--- config.mk ---
export PLATFORM = sky130hd
export DESIGN_NAME = subcarrier_dds
export DESIGN_NICKNAME = d
export VERILOG_FILES = /design/src/rtl/sc_dds_pkg.sv /design/src/rtl/freq_word_regs.sv /design/src/rtl/lock_serial_rx.sv /design/src/rtl/phase_accum.sv /design/src/rtl/subcarrier_dds.sv
export SDC_FILE = /design/constraint.sdc
export NUM_CORES = 1
export LEC_CHECK = 0
export ABC_AREA = 1
export ABC_CLOCK_PERIOD_IN_PS = 5500
export BUFFER_PORTS_ARGS = -buffer_cell sky130_fd_sc_hd__buf_4
export CORE_UTILIZATION = 35
export DETAILED_ROUTE_END_ITERATION = 7
export PLACE_DENSITY_LB_ADDON = 0.12
export SETUP_SLACK_MARGIN = 0.4
export SYNTH_ARGS = -nofsm -noshare
export SYNTH_HDL_FRONTEND = slang
export SYNTH_SLANG_ARGS = --single-unit
--- constraint.sdc ---
create_clock -name clk -period 5.5 [get_ports clk]
set_input_delay 1.1 -clock clk [delete_from_list [all_inputs] [get_ports clk]]
set_output_delay 1.1 -clock clk [all_outputs]
set_load 0.02 [all_outputs]
--- src/rtl/sc_dds_pkg.sv ---
package sc_dds_pkg;
  localparam int ACC_W      = 32;
  localparam int BYTE_W     = 8;
  localparam int LOCK_W     = 22;
  localparam int LPH_W      = 14;
  localparam logic [31:0] NTSC_WORD = 32'h21F07C1F;
endpackage

--- src/rtl/freq_word_regs.sv ---
module freq_word_regs #(
  parameter int ACC_W = 32,
  parameter int BYTE_W = 8,
  parameter logic [ACC_W-1:0] RESET_WORD = '0,
  localparam int NB = ACC_W / BYTE_W,
  localparam int SW = $clog2(NB)
) (
  input  logic              clk,
  input  logic              rst,
  input  logic              we,
  input  logic [SW-1:0]     sel,
  input  logic [BYTE_W-1:0] wdata,
  output logic [ACC_W-1:0]  freq_word
);
  logic [NB-1:0][BYTE_W-1:0] stage, stage_n;
  logic [NB-1:0]             seen, seen_n;

  always_comb begin
    stage_n = stage;
    seen_n  = seen;
    if (we) begin
      stage_n[sel] = wdata;
      seen_n[sel]  = 1'b1;
    end
  end

  always_ff @(posedge clk) begin
    if (rst) begin
      stage     <= '0;
      seen      <= '0;
      freq_word <= RESET_WORD;
    end else begin
      stage <= stage_n;
      if (&seen_n) begin
        freq_word <= stage_n;
        seen      <= '0;
      end else begin
        seen <= seen_n;
      end
    end
  end

  // the word only moves on the edge that takes a write
  assert_no_torn_R4: assert property (@(posedge clk) disable iff (rst)
    !$stable(freq_word) |-> $past(we));
endmodule

--- src/rtl/lock_serial_rx.sv ---
module lock_serial_rx #(
  parameter int LOCK_W = 22,
  parameter int LPH_W = 14,
  localparam int FRAME_W = LOCK_W + LPH_W,
  localparam int CW = $clog2(FRAME_W + 1)
) (
  input  logic              clk,
  input  logic              rst,
  input  logic              valid,
  input  logic              first,
  input  logic              sbit,
  output logic              frame_done,
  output logic [LOCK_W-1:0] lock_inc,
  output logic [LPH_W-1:0]  lock_phase
);
  logic [FRAME_W-1:0] sh, sh_n;
  logic [CW-1:0]      cnt, base;

  always_comb begin
    sh_n = {sh[FRAME_W-2:0], sbit};
    base = first ? '0 : cnt;
  end

  always_ff @(posedge clk) begin
    if (rst) begin
      sh         <= '0;
      cnt        <= '0;
      frame_done <= 1'b0;
      lock_inc   <= '0;
      lock_phase <= '0;
    end else begin
      frame_done <= 1'b0;
      if (valid) begin
        sh <= sh_n;
        if (base == CW'(FRAME_W - 1)) begin
          frame_done <= 1'b1;
          lock_inc   <= sh_n[FRAME_W-1 -: LOCK_W];
          lock_phase <= sh_n[LPH_W-1:0];
          cnt        <= '0;
        end else begin
          cnt <= base + 1'b1;
        end
      end
    end
  end

  // a frame completes as a single-cycle event
  assert_single_done_R6: assert property (@(posedge clk) disable iff (rst)
    frame_done |=> !frame_done);
  // bit counter never runs past the frame length
  assert_cnt_range_R6: assert property (@(posedge clk) disable iff (rst)
    cnt < CW'(FRAME_W));
endmodule

--- src/rtl/phase_accum.sv ---
module phase_accum #(
  parameter int ACC_W = 32,
  parameter int LPH_W = 14
) (
  input  logic             clk,
  input  logic             rst,
  input  logic             clear,
  input  logic             load,
  input  logic [LPH_W-1:0] load_phase,
  input  logic [ACC_W-1:0] incr,
  output logic [ACC_W-1:0] acc
);
  always_ff @(posedge clk) begin
    if (rst || clear)
      acc <= '0;
    else if (load)
      acc <= {load_phase, {(ACC_W-LPH_W){1'b0}}};
    else
      acc <= acc + incr;
  end

  assert_clear_zero_R5: assert property (@(posedge clk) disable iff (rst)
    clear |=> acc == '0);
  assert_load_phase_R8: assert property (@(posedge clk) disable iff (rst)
    (load && !clear) |=> (acc[ACC_W-1 -: LPH_W] == $past(load_phase)) &&
                         (acc[ACC_W-LPH_W-1:0] == '0));
  assert_wrap_add_R2: assert property (@(posedge clk) disable iff (rst)
    (!clear && !load) |=> acc == $past(acc) + $past(incr));
endmodule

--- src/rtl/subcarrier_dds.sv ---
module subcarrier_dds
  import sc_dds_pkg::*;
#(
  parameter int PHASE_OUT_W = 10,
  parameter logic [ACC_W-1:0] RESET_WORD = NTSC_WORD,
  localparam int NB = ACC_W / BYTE_W,
  localparam int SW = $clog2(NB),
  localparam int LOW_W = ACC_W - LOCK_W
) (
  input  logic                   clk,
  input  logic                   rst,
  input  logic                   reg_we,
  input  logic [SW-1:0]          reg_sel,
  input  logic [BYTE_W-1:0]      reg_wdata,
  input  logic                   dds_clear,
  input  logic                   lock_en,
  input  logic                   ser_valid,
  input  logic                   ser_first,
  input  logic                   ser_bit,
  input  logic                   pal_mode,
  input  logic                   line_start,
  output logic [PHASE_OUT_W-1:0] phase_out,
  output logic                   pal_flag
);
  logic [ACC_W-1:0]  freq_word, inc_eff, acc;
  logic              frame_done;
  logic [LOCK_W-1:0] lock_inc;
  logic [LPH_W-1:0]  lock_phase;

  freq_word_regs #(.ACC_W(ACC_W), .BYTE_W(BYTE_W), .RESET_WORD(RESET_WORD)) u_regs (
    .clk(clk), .rst(rst), .we(reg_we), .sel(reg_sel), .wdata(reg_wdata),
    .freq_word(freq_word));

  lock_serial_rx #(.LOCK_W(LOCK_W), .LPH_W(LPH_W)) u_rx (
    .clk(clk), .rst(rst), .valid(ser_valid), .first(ser_first), .sbit(ser_bit),
    .frame_done(frame_done), .lock_inc(lock_inc), .lock_phase(lock_phase));

  assign inc_eff = lock_en ? {lock_inc, freq_word[LOW_W-1:0]} : freq_word;

  phase_accum #(.ACC_W(ACC_W), .LPH_W(LPH_W)) u_acc (
    .clk(clk), .rst(rst), .clear(dds_clear), .load(lock_en && frame_done),
    .load_phase(lock_phase), .incr(inc_eff), .acc(acc));

  assign phase_out = acc[ACC_W-1 -: PHASE_OUT_W];

  always_ff @(posedge clk) begin
    if (rst || !pal_mode)
      pal_flag <= 1'b0;
    else if (line_start)
      pal_flag <= ~pal_flag;
  end

  assert_ntsc_flag_R11: assert property (@(posedge clk) disable iff (rst)
    !pal_mode |=> !pal_flag);
  assert_pal_toggle_R10: assert property (@(posedge clk) disable iff (rst)
    (pal_mode && line_start) |=> pal_flag != $past(pal_flag));
  assert_pal_hold_R10: assert property (@(posedge clk) disable iff (rst)
    (pal_mode && !line_start) |=> $stable(pal_flag));
endmodule

==> reports/summary.log, run 1 <==
INFO  floorplan      floorplan.die_area=0.0265mm^2
INFO  critical_path  r2r_end=u_acc.acc[23]
INFO  min_path       hold-path-cell-count=2
INFO  drt            wl_met1=12.0mm
INFO  critical_path  timing.rr.start=u_rx.lock_inc[1]
INFO  critical_path  cp-end-kind=register
INFO  critical_path  critical_path_buf_inv_count=2
INFO  synthesis      yosys_register_bits=179
INFO  finish         antenna_cells=0
INFO  clock_network  cts_tree=done
INFO  drt            firstDrtPassIters=5
INFO  min_path       hold_end=u_regs.freq_word[15]
INFO  finish         syn2layout_area_growth=10.7%
INFO  grt            first_global_vias=7,061
INFO  sta            slew_hr=0.430
INFO  sta            finalClockSkew=24.6ps
INFO  place          dp.final_hpwl=16.9mm
INFO  grt            antenna_found_initial=0
INFO  floorplan      ioPinCount=31
INFO  drt            via_count=7,444
INFO  drt            drc=0
INFO  critical_path  cp_common_cell=nand2_1
INFO  min_path       min_from=u_regs.freq_word[15]
INFO  synthesis      synthesis.yosys.warnings=0
INFO  grt            globalRoute.totalOverflow=0
INFO  flow_run       max_cap_viol_count=0
INFO  synthesis      synthesis.nets=1,322
INFO  place          i_o_buffers=30
INFO  critical_path  reg2regPathDepth=12
INFO  run_status     outcome=completed
INFO  drt            routed-wl-met3=450um
INFO  drt            initialDrtViolationCount=417
INFO  sta            drv_slew=0
INFO  critical_path  critPathTopFamily=simple AND/OR/NAND/NOR gates
INFO  drt            route.detailed.wl_per_inst=14.4um
INFO  finish         drive_gt1_frac=0.105
INFO  synthesis      synth_cells=1,269
INFO  sta            finalSetupViolCount=0
INFO  finish         fin_cells=1,612
INFO  clock_network  hold_buffers=0
INFO  floorplan      std_cell_rows=58
INFO  clock_network  clkLatencyLatePin=430ps
INFO  synthesis      synth-edff-count=0
INFO  min_path       holdCritPathClass=reg2reg
INFO  floorplan      initial_utilization=0.358
INFO  synthesis      post_synthesis_cell_area=0.00904mm^2
INFO  clock_network  cts_num_sinks=179
INFO  drt            final_ant_viol_nets=0
INFO  pwr            design_power_total=2.85mW
INFO  floorplan      core_area=0.0253mm^2
INFO  critical_path  timing.critical_path.slowest_stage_cell=mux2_2
INFO  drt            topRoutingLayerUsed=met4
INFO  sta            final_period_minus_worst_setup_slack=2990ps
INFO  synthesis      ys_dominant_reg_cell=dfxtp_1
INFO  synthesis      synth.lib_cells_used.distinct=42
INFO  critical_path  cp_max_fo=34
INFO  place          finalWeightedCongestion=0.888
INFO  clock_network  postCtsSetupRepairBufs=0
INFO  grt            grt_start_max_net_pins=86
INFO  finish         finish.utilization=0.396
INFO  sta            setup_repair_after_global_routing_missed_its_margin=no
INFO  critical_path  worstPathArrival=3330ps
INFO  clock_network  cts_resized=0
INFO  clock_network  ctsHtreeMaxLevel=4
INFO  critical_path  crit_path_cell_trace=buf_4 -> mux2_2 -> ha_1 -> nand2_1 -> nor2_1 -> and2_1 -> nand2_1 -> nand2_1 -> nand2_1 -> nand3_1 -> nand3_1 -> nand2_1 -> inv_1
INFO  drt            met2WireLength=10.5mm
INFO  critical_path  worst_ep_required_time=5840ps
INFO  floorplan      horizontal_die_dimension=163um
INFO  grt            groute.usage.overall=0.183
INFO  critical_path  timing_worst_setup_path_type=in2reg
INFO  sta            timing.final.crit_share=0.543
INFO  sta            slew_at_the_pin_with_the_worst_max_slew_slack=854ps
INFO  critical_path  r2r_slack=3290ps
INFO  critical_path  timing.critical_path.from_type=input pin
INFO  synthesis      syn_area_per_cell=7.12um^2
INFO  clock_network  cts_buffer_depth=2
INFO  drt            wirelength=23.2mm
INFO  pwr            power.density_cell_area=285mW/mm^2
INFO  sta            fmax=335MHz
INFO  pwr            worst_ir_drop_vdd=0.000166V
INFO  clock_network  cts_root_buffer=clkbuf_16
INFO  sta            tns=0ps
INFO  grt            grt_first_pass_wirelength=37.5mm
INFO  finish         final_net_count=1,323
INFO  place          placedCellCount=1,581
INFO  synthesis      synth_seq_area_share=0.397
INFO  floorplan      die_h=163um
INFO  clock_network  clkSlewWorstSetupHoldPaths=70ps
INFO  critical_path  critical_path.max_stage_delay=390ps
INFO  pwr            cellLeakagePower=4.97nW
INFO  drt            drt-vias-per-instance=4.62
INFO  clock_network  tritoncts.num_buffers=17
INFO  sta            report.final.hold_viol_count=0
INFO  synthesis      ys_async_sr_fraction=0
[final cells by class]
| class | instances | area (um^2) |
|---|---|---|
| timing repair buffer | 35 | 263 |
| clock buffer | 20 | 467 |
| tap | 330 | 413 |
| multi-input combinational | 831 | 4390 |
| clock inverter | 11 | 114 |
| inverter | 206 | 779 |
| fill | 2755 | 15200 |
| sequential | 179 | 3580 |
[layer usage]
metal / up-vias / GRT usage
met5: - / 0
met4: 0 / 0.0459
met3: 10 / 0.0250
met2: 62 / 0.300
met1: 3365 / 0.253
li1: 4007 / -
[cell usage after synthesis (6+ instances only)]
cell type	number	area [um^2]
a21oi_1	86	430
a21oi_2	18	158
and2_1	6	37.5
buf_4	11	82.6
clkbuf_1	30	113
dfxtp_1	179	3580
ha_1	32	400
inv_1	199	747
mux2_2	11	124
mux2i_1	22	220
nand2_1	308	1160
nand3_1	80	400
nor2_1	114	428
o211ai_2	16	200
o21ai_0	92	460
o21ai_1	8	40.0
xor2_1	7	61.3
[cells in the final DEF (no fill, tap or decap), drive strengths merged, types with 6 or more instances in the layout]
cell type and instances:
nor2 117, clkbuf 20, ha 32, mux2 11
inv 211, and2 6, nand3 81, o21ai 102
xor2 7, nor3 6, dfxtp 179, nand2 313
a21oi 104, o211ai 16, buf 35, mux2i 22
[kinds of logic (layout without fill, tap and decap cells)]
| kind of cell | count (synthesis) | after routing | share of synthesized area |
|---|---|---|---|
| buffers and inverters | 259 | 272 | 0.118 |
| multiplexers | 33 | 33 | 0.0381 |
| AND/OR/NAND/NOR | 531 | 531 | 0.244 |
| flip-flops | 179 | 179 | 0.397 |
| XOR/XNOR | 8 | 8 | 0.00775 |
| AO/OA/AOI/OAI | 226 | 226 | 0.149 |
| adder cells (fa/ha/maj) | 33 | 33 | 0.0465 |
[registers in the layout, indices dropped and copies added (netlist names)]
name              count
u_rx.sh              35
u_acc.acc            32
u_regs.freq_word     32
u_regs.stage         32
u_rx.lock_inc        22
u_rx.lock_phase      14
u_rx.cnt              6
u_regs.seen           4
pal_flag              1
u_rx.frame_done       1
[worst register-to-register path, delay by kind of cell, from the launching register on]
kind	cells	cell delay, ps
and+or+nand+nor	9	1100
DFF	1	350
adders and majority gates	1	350
muxes	1	280
buffers and inverters	1	30
[report_power, final]
part	leakage [nW]	total (mW)	internal, mW	switching [mW]
Combinational	3.24	0.268	0.0889	0.179
Clock	0.282	1.23	0.670	0.562
Sequential	1.46	1.35	1.33	0.0167
[worst max path at each step]
stage,start,to,cells after the start
2_1_floorplan,lock_en,u_acc.acc[12],12
3_3_place_gp,lock_en,u_acc.acc[23],13
3_5_place_dp,lock_en,u_acc.acc[23],13
4_1_cts,lock_en,u_acc.acc[23],13
5_1_grt,lock_en,u_acc.acc[23],13
6_report,lock_en,u_acc.acc[23],13
[stage by stage]
| stage | hold WS [ps] | setup slack, ps | instance area, um^2 |
|---|---|---|---|
| after CTS | 462 | 2520 | 10000 |
| after detailed placement | 449 | 2050 | 9430 |
| final | 464 | 2510 | 10000 |
| after global placement | 442 | 2070 | 9430 |
| after global routing | 483 | 2300 | 10000 |
| after floorplan | 432 | 2250 | 9040 |
No activity file was read; power rests on OpenSTA's default activity.
==> run 2, diff against run 1 <==
--- a/config.mk
+++ b/config.mk
@@ -6,7 +6,7 @@
 export NUM_CORES = 1
 export LEC_CHECK = 0
 export ABC_AREA = 1
-export ABC_CLOCK_PERIOD_IN_PS = 5500
+export ABC_CLOCK_PERIOD_IN_PS = 2700
 export BUFFER_PORTS_ARGS = -buffer_cell sky130_fd_sc_hd__buf_4
 export CORE_UTILIZATION = 35
 export DETAILED_ROUTE_END_ITERATION = 7
==> constraint.sdc (replaced) <==
create_clock -name clk -period 2.7 [get_ports clk]
set_input_delay 0.54 -clock clk [delete_from_list [all_inputs] [get_ports clk]]
set_output_delay 0.54 -clock clk [all_outputs]
set_load 0.02 [all_outputs]
==> run 2 against run 1 <==
Compared with the run above: via count grew 1.9%; utilization grew 2.0 points; power grew 110%; sequential power grew 100%; die area is the same; largest cell class unchanged; highest routed layer unchanged.
==> reports/summary.log, run 2 (synthesis gave the netlist of run 1 again) <==
INFO  sta            finalClockSkew=19.4ps [-5.17 ps]
INFO  critical_path  worst_ep_required_time=3040ps [-2800 ps]
INFO  grt            met3_usage=0.0272 [+0.00229]
INFO  clock_network  cts_buffer_depth=2 [unchanged]
INFO  finish         layout_commonest_cell=nand2_1
INFO  grt            met2_track_demand_over_resource=0.312 [+0.0126]
INFO  pwr            cellLeakagePower=5.18nW [+4.1%]
INFO  critical_path  cp-end-kind=register
INFO  sta            slew_at_the_pin_with_the_worst_max_slew_slack=673ps [-181 ps]
INFO  critical_path  cp_max_fo=32 [-5.9%]
INFO  finish         largest-register=u_rx.sh
INFO  finish         final_cell_mix=301 x nand2_1, 196 x inv_1, 179 x dfxtp_1
INFO  floorplan      std_cell_rows=58 [unchanged]
INFO  drt            firstDrtPassIters=4 [-1]
INFO  pwr            worst_ir_drop_vdd=0.000421V [+150%]
INFO  pwr            design_power_total=6.09mW [+110%]
INFO  drt            route.detailed.wl_per_inst=14.4um [+0.20%]
INFO  drt            drt-vias-per-instance=4.62 [about the same]
INFO  finish         drive_gt1_frac=0.148 [+0.0433]
INFO  floorplan      floorplan.die_area=0.0265mm^2 [unchanged]
INFO  pwr            power.density_cell_area=580mW/mm^2 [+100%]
INFO  clock_network  cts_tree=done
INFO  place          i_o_buffers=30 [unchanged]
INFO  grt            grt_first_pass_wirelength=38.2mm [+2.0%]
INFO  critical_path  worstPathArrival=2520ps [-810 ps]
INFO  critical_path  r2r_slack=570ps [-2720 ps]
INFO  clock_network  cts_root_buffer=clkbuf_16
INFO  floorplan      core_area=0.0253mm^2 [unchanged]
INFO  place          placedCellCount=1,608 [+1.7%]
INFO  critical_path  timing.critical_path.from_type=input pin
INFO  clock_network  clkSlewWorstSetupHoldPaths=70ps [about the same]
INFO  grt            antenna_found_initial=0 [unchanged]
INFO  finish         largest_register_ff_count=35 [unchanged]
INFO  flow_run       max_cap_viol_count=0 [unchanged]
INFO  floorplan      die_h=163um [unchanged]
INFO  finish         filler_cell_count=2,669 [-3.1%]
INFO  drt            drc=0 [unchanged]
INFO  grt            grt_start_max_net_pins=73 [-15%]
INFO  sta            slew_hr=0.551 [+0.121]
INFO  sta            setup_repair_after_global_routing_missed_its_margin=yes
INFO  critical_path  crit_path_cell_trace=buf_8 -> mux2_4 -> ha_4 -> nand2_1 -> nor2_2 -> and2_1 -> nand2_1 -> nand2_1 -> nand2_1 -> nand3_1 -> nand3_1 -> nand2_1 -> inv_1
INFO  grt            busiest_layer_in_global_routing=met2
INFO  sta            timing.final.crit_share=0.809
INFO  min_path       holdCritPathClass=in2reg
INFO  clock_network  clkLatencyLatePin=440ps [about the same]
INFO  critical_path  timing_worst_setup_path_type=in2reg
INFO  grt            globalRoute.totalOverflow=0 [unchanged]
INFO  sta            worst_slack=515ps [-2000 ps]
INFO  drt            via_count=7,586 [+1.9%]
INFO  finish         fin_cells=1,642 [+1.9%]
INFO  floorplan      horizontal_die_dimension=163um [unchanged]
INFO  run_status     outcome=completed
INFO  drt            final_ant_viol_nets=0 [unchanged]
INFO  finish         syn2layout_area_growth=16.2%
INFO  sta            drv_slew=0 [unchanged]
INFO  finish         antenna_cells=0 [unchanged]
INFO  grt            first_global_vias=7,320 [+3.7%]
INFO  floorplan      ioPinCount=31 [unchanged]
INFO  clock_network  cts_num_sinks=179 [unchanged]
INFO  critical_path  critical_path.max_stage_delay=340ps [-50 ps]
INFO  critical_path  cp_common_cell=nand2_1
INFO  sta            tns=0ps [unchanged]
INFO  critical_path  timing.critical_path.slowest_stage_cell=mux2_4
INFO  sta            fmax=458MHz
INFO  sta            finalSetupViolCount=0 [unchanged]
INFO  finish         final_net_count=1,352 [+2.2%]
INFO  grt            groute.usage.overall=0.187 [+0.00338]
INFO  clock_network  tritoncts.num_buffers=17 [unchanged]
INFO  place          finalWeightedCongestion=0.895 [+0.79%]
INFO  drt            wirelength=23.6mm [+2.1%]
INFO  floorplan      initial_utilization=0.358 [unchanged]
INFO  sta            final_period_minus_worst_setup_slack=2190ps
INFO  finish         finish.utilization=0.416 [+0.0195]
INFO  place          dp.final_hpwl=17.7mm [+5.1%]
INFO  grt            grt_util_met1=0.252 [-0.000748]
INFO  place          place_ws=-52.7ps [-2100 ps]
INFO  drt            initialDrtViolationCount=378 [-9.4%]
INFO  clock_network  hold_buffers=0 [unchanged]
INFO  sta            report.final.hold_viol_count=0 [unchanged]
INFO  clock_network  ctsHtreeMaxLevel=4 [unchanged]
-- run 2: changes by cell type in the layout (fill, tap and decap cells not counted), sizes merged --
| cell | previous run | this run |
|---|---|---|
| buf | 35 | 64 |
| clkbuf | 20 | 19 |
| inv | 211 | 210 |
| clkinv | 3 | 4 |
| bufinv | 1 | 4 |
| clkinvlp | 2 | 1 |
-- run 2: per-stage QoR --
stage / cell area, um^2 / hold slack, ps
2_1_floorplan: 9230 / 432
3_3_place_gp: 9820 / 442
3_5_place_dp: 9820 / 456
4_1_cts: 10500 / 294
5_1_grt: 10500 / 315
6_report: 10500 / 300
-- run 2: worst max-delay path, delay by kind of cell --
kind / cells / cell delay, ps
AND/OR/NAND/NOR: 9 / 1080
multiplexers: 1 / 340
adder cells (fa/ha/maj): 1 / 300
buffers and inverters: 2 / 240
-- run 2: cell type report --
type                    instances  area (um^2)  share of cell area
clock inverters                13          198              0.0188
flip-flops and latches        179         3580               0.341
repair buffers                 64          513              0.0489
inverters                     206          779              0.0742
multi-input cells             831         4580               0.436
clock buffers                  19          433              0.0412
well taps                     330          413              0.0393
-- run 2: report_power, final --
group	internal, mW	total, mW	switching, mW
logic	0.224	0.605	0.381
registers	2.72	2.76	0.0368
clock network	1.58	2.73	1.15
total	4.52	6.09	1.57
-- run 2: path summary, 6_finish.rpt --
path | to | from | cells past startpoint
worst max-delay path | u_acc.acc[23] | lock_en | 13
worst min-delay path | u_rx.lock_phase[0] | ser_bit | 3
worst max register to register | u_acc.acc[23] | u_regs.freq_word[13] | 12
worst min register to register | u_rx.cnt[1] | u_rx.cnt[1] | 2
-- run 2: repair_timing --
action                                  CTS  global route
endpoints found under the setup margin    0            14
setup buffers                             0             2
gates resized for setup                   0            10
-- run 2: metal layers --
metal  vias up  wire (um)
li1       4061          -
met1      3445      11900
met2        60      11000
met3        20        524
met4         0        242
met5         -          0
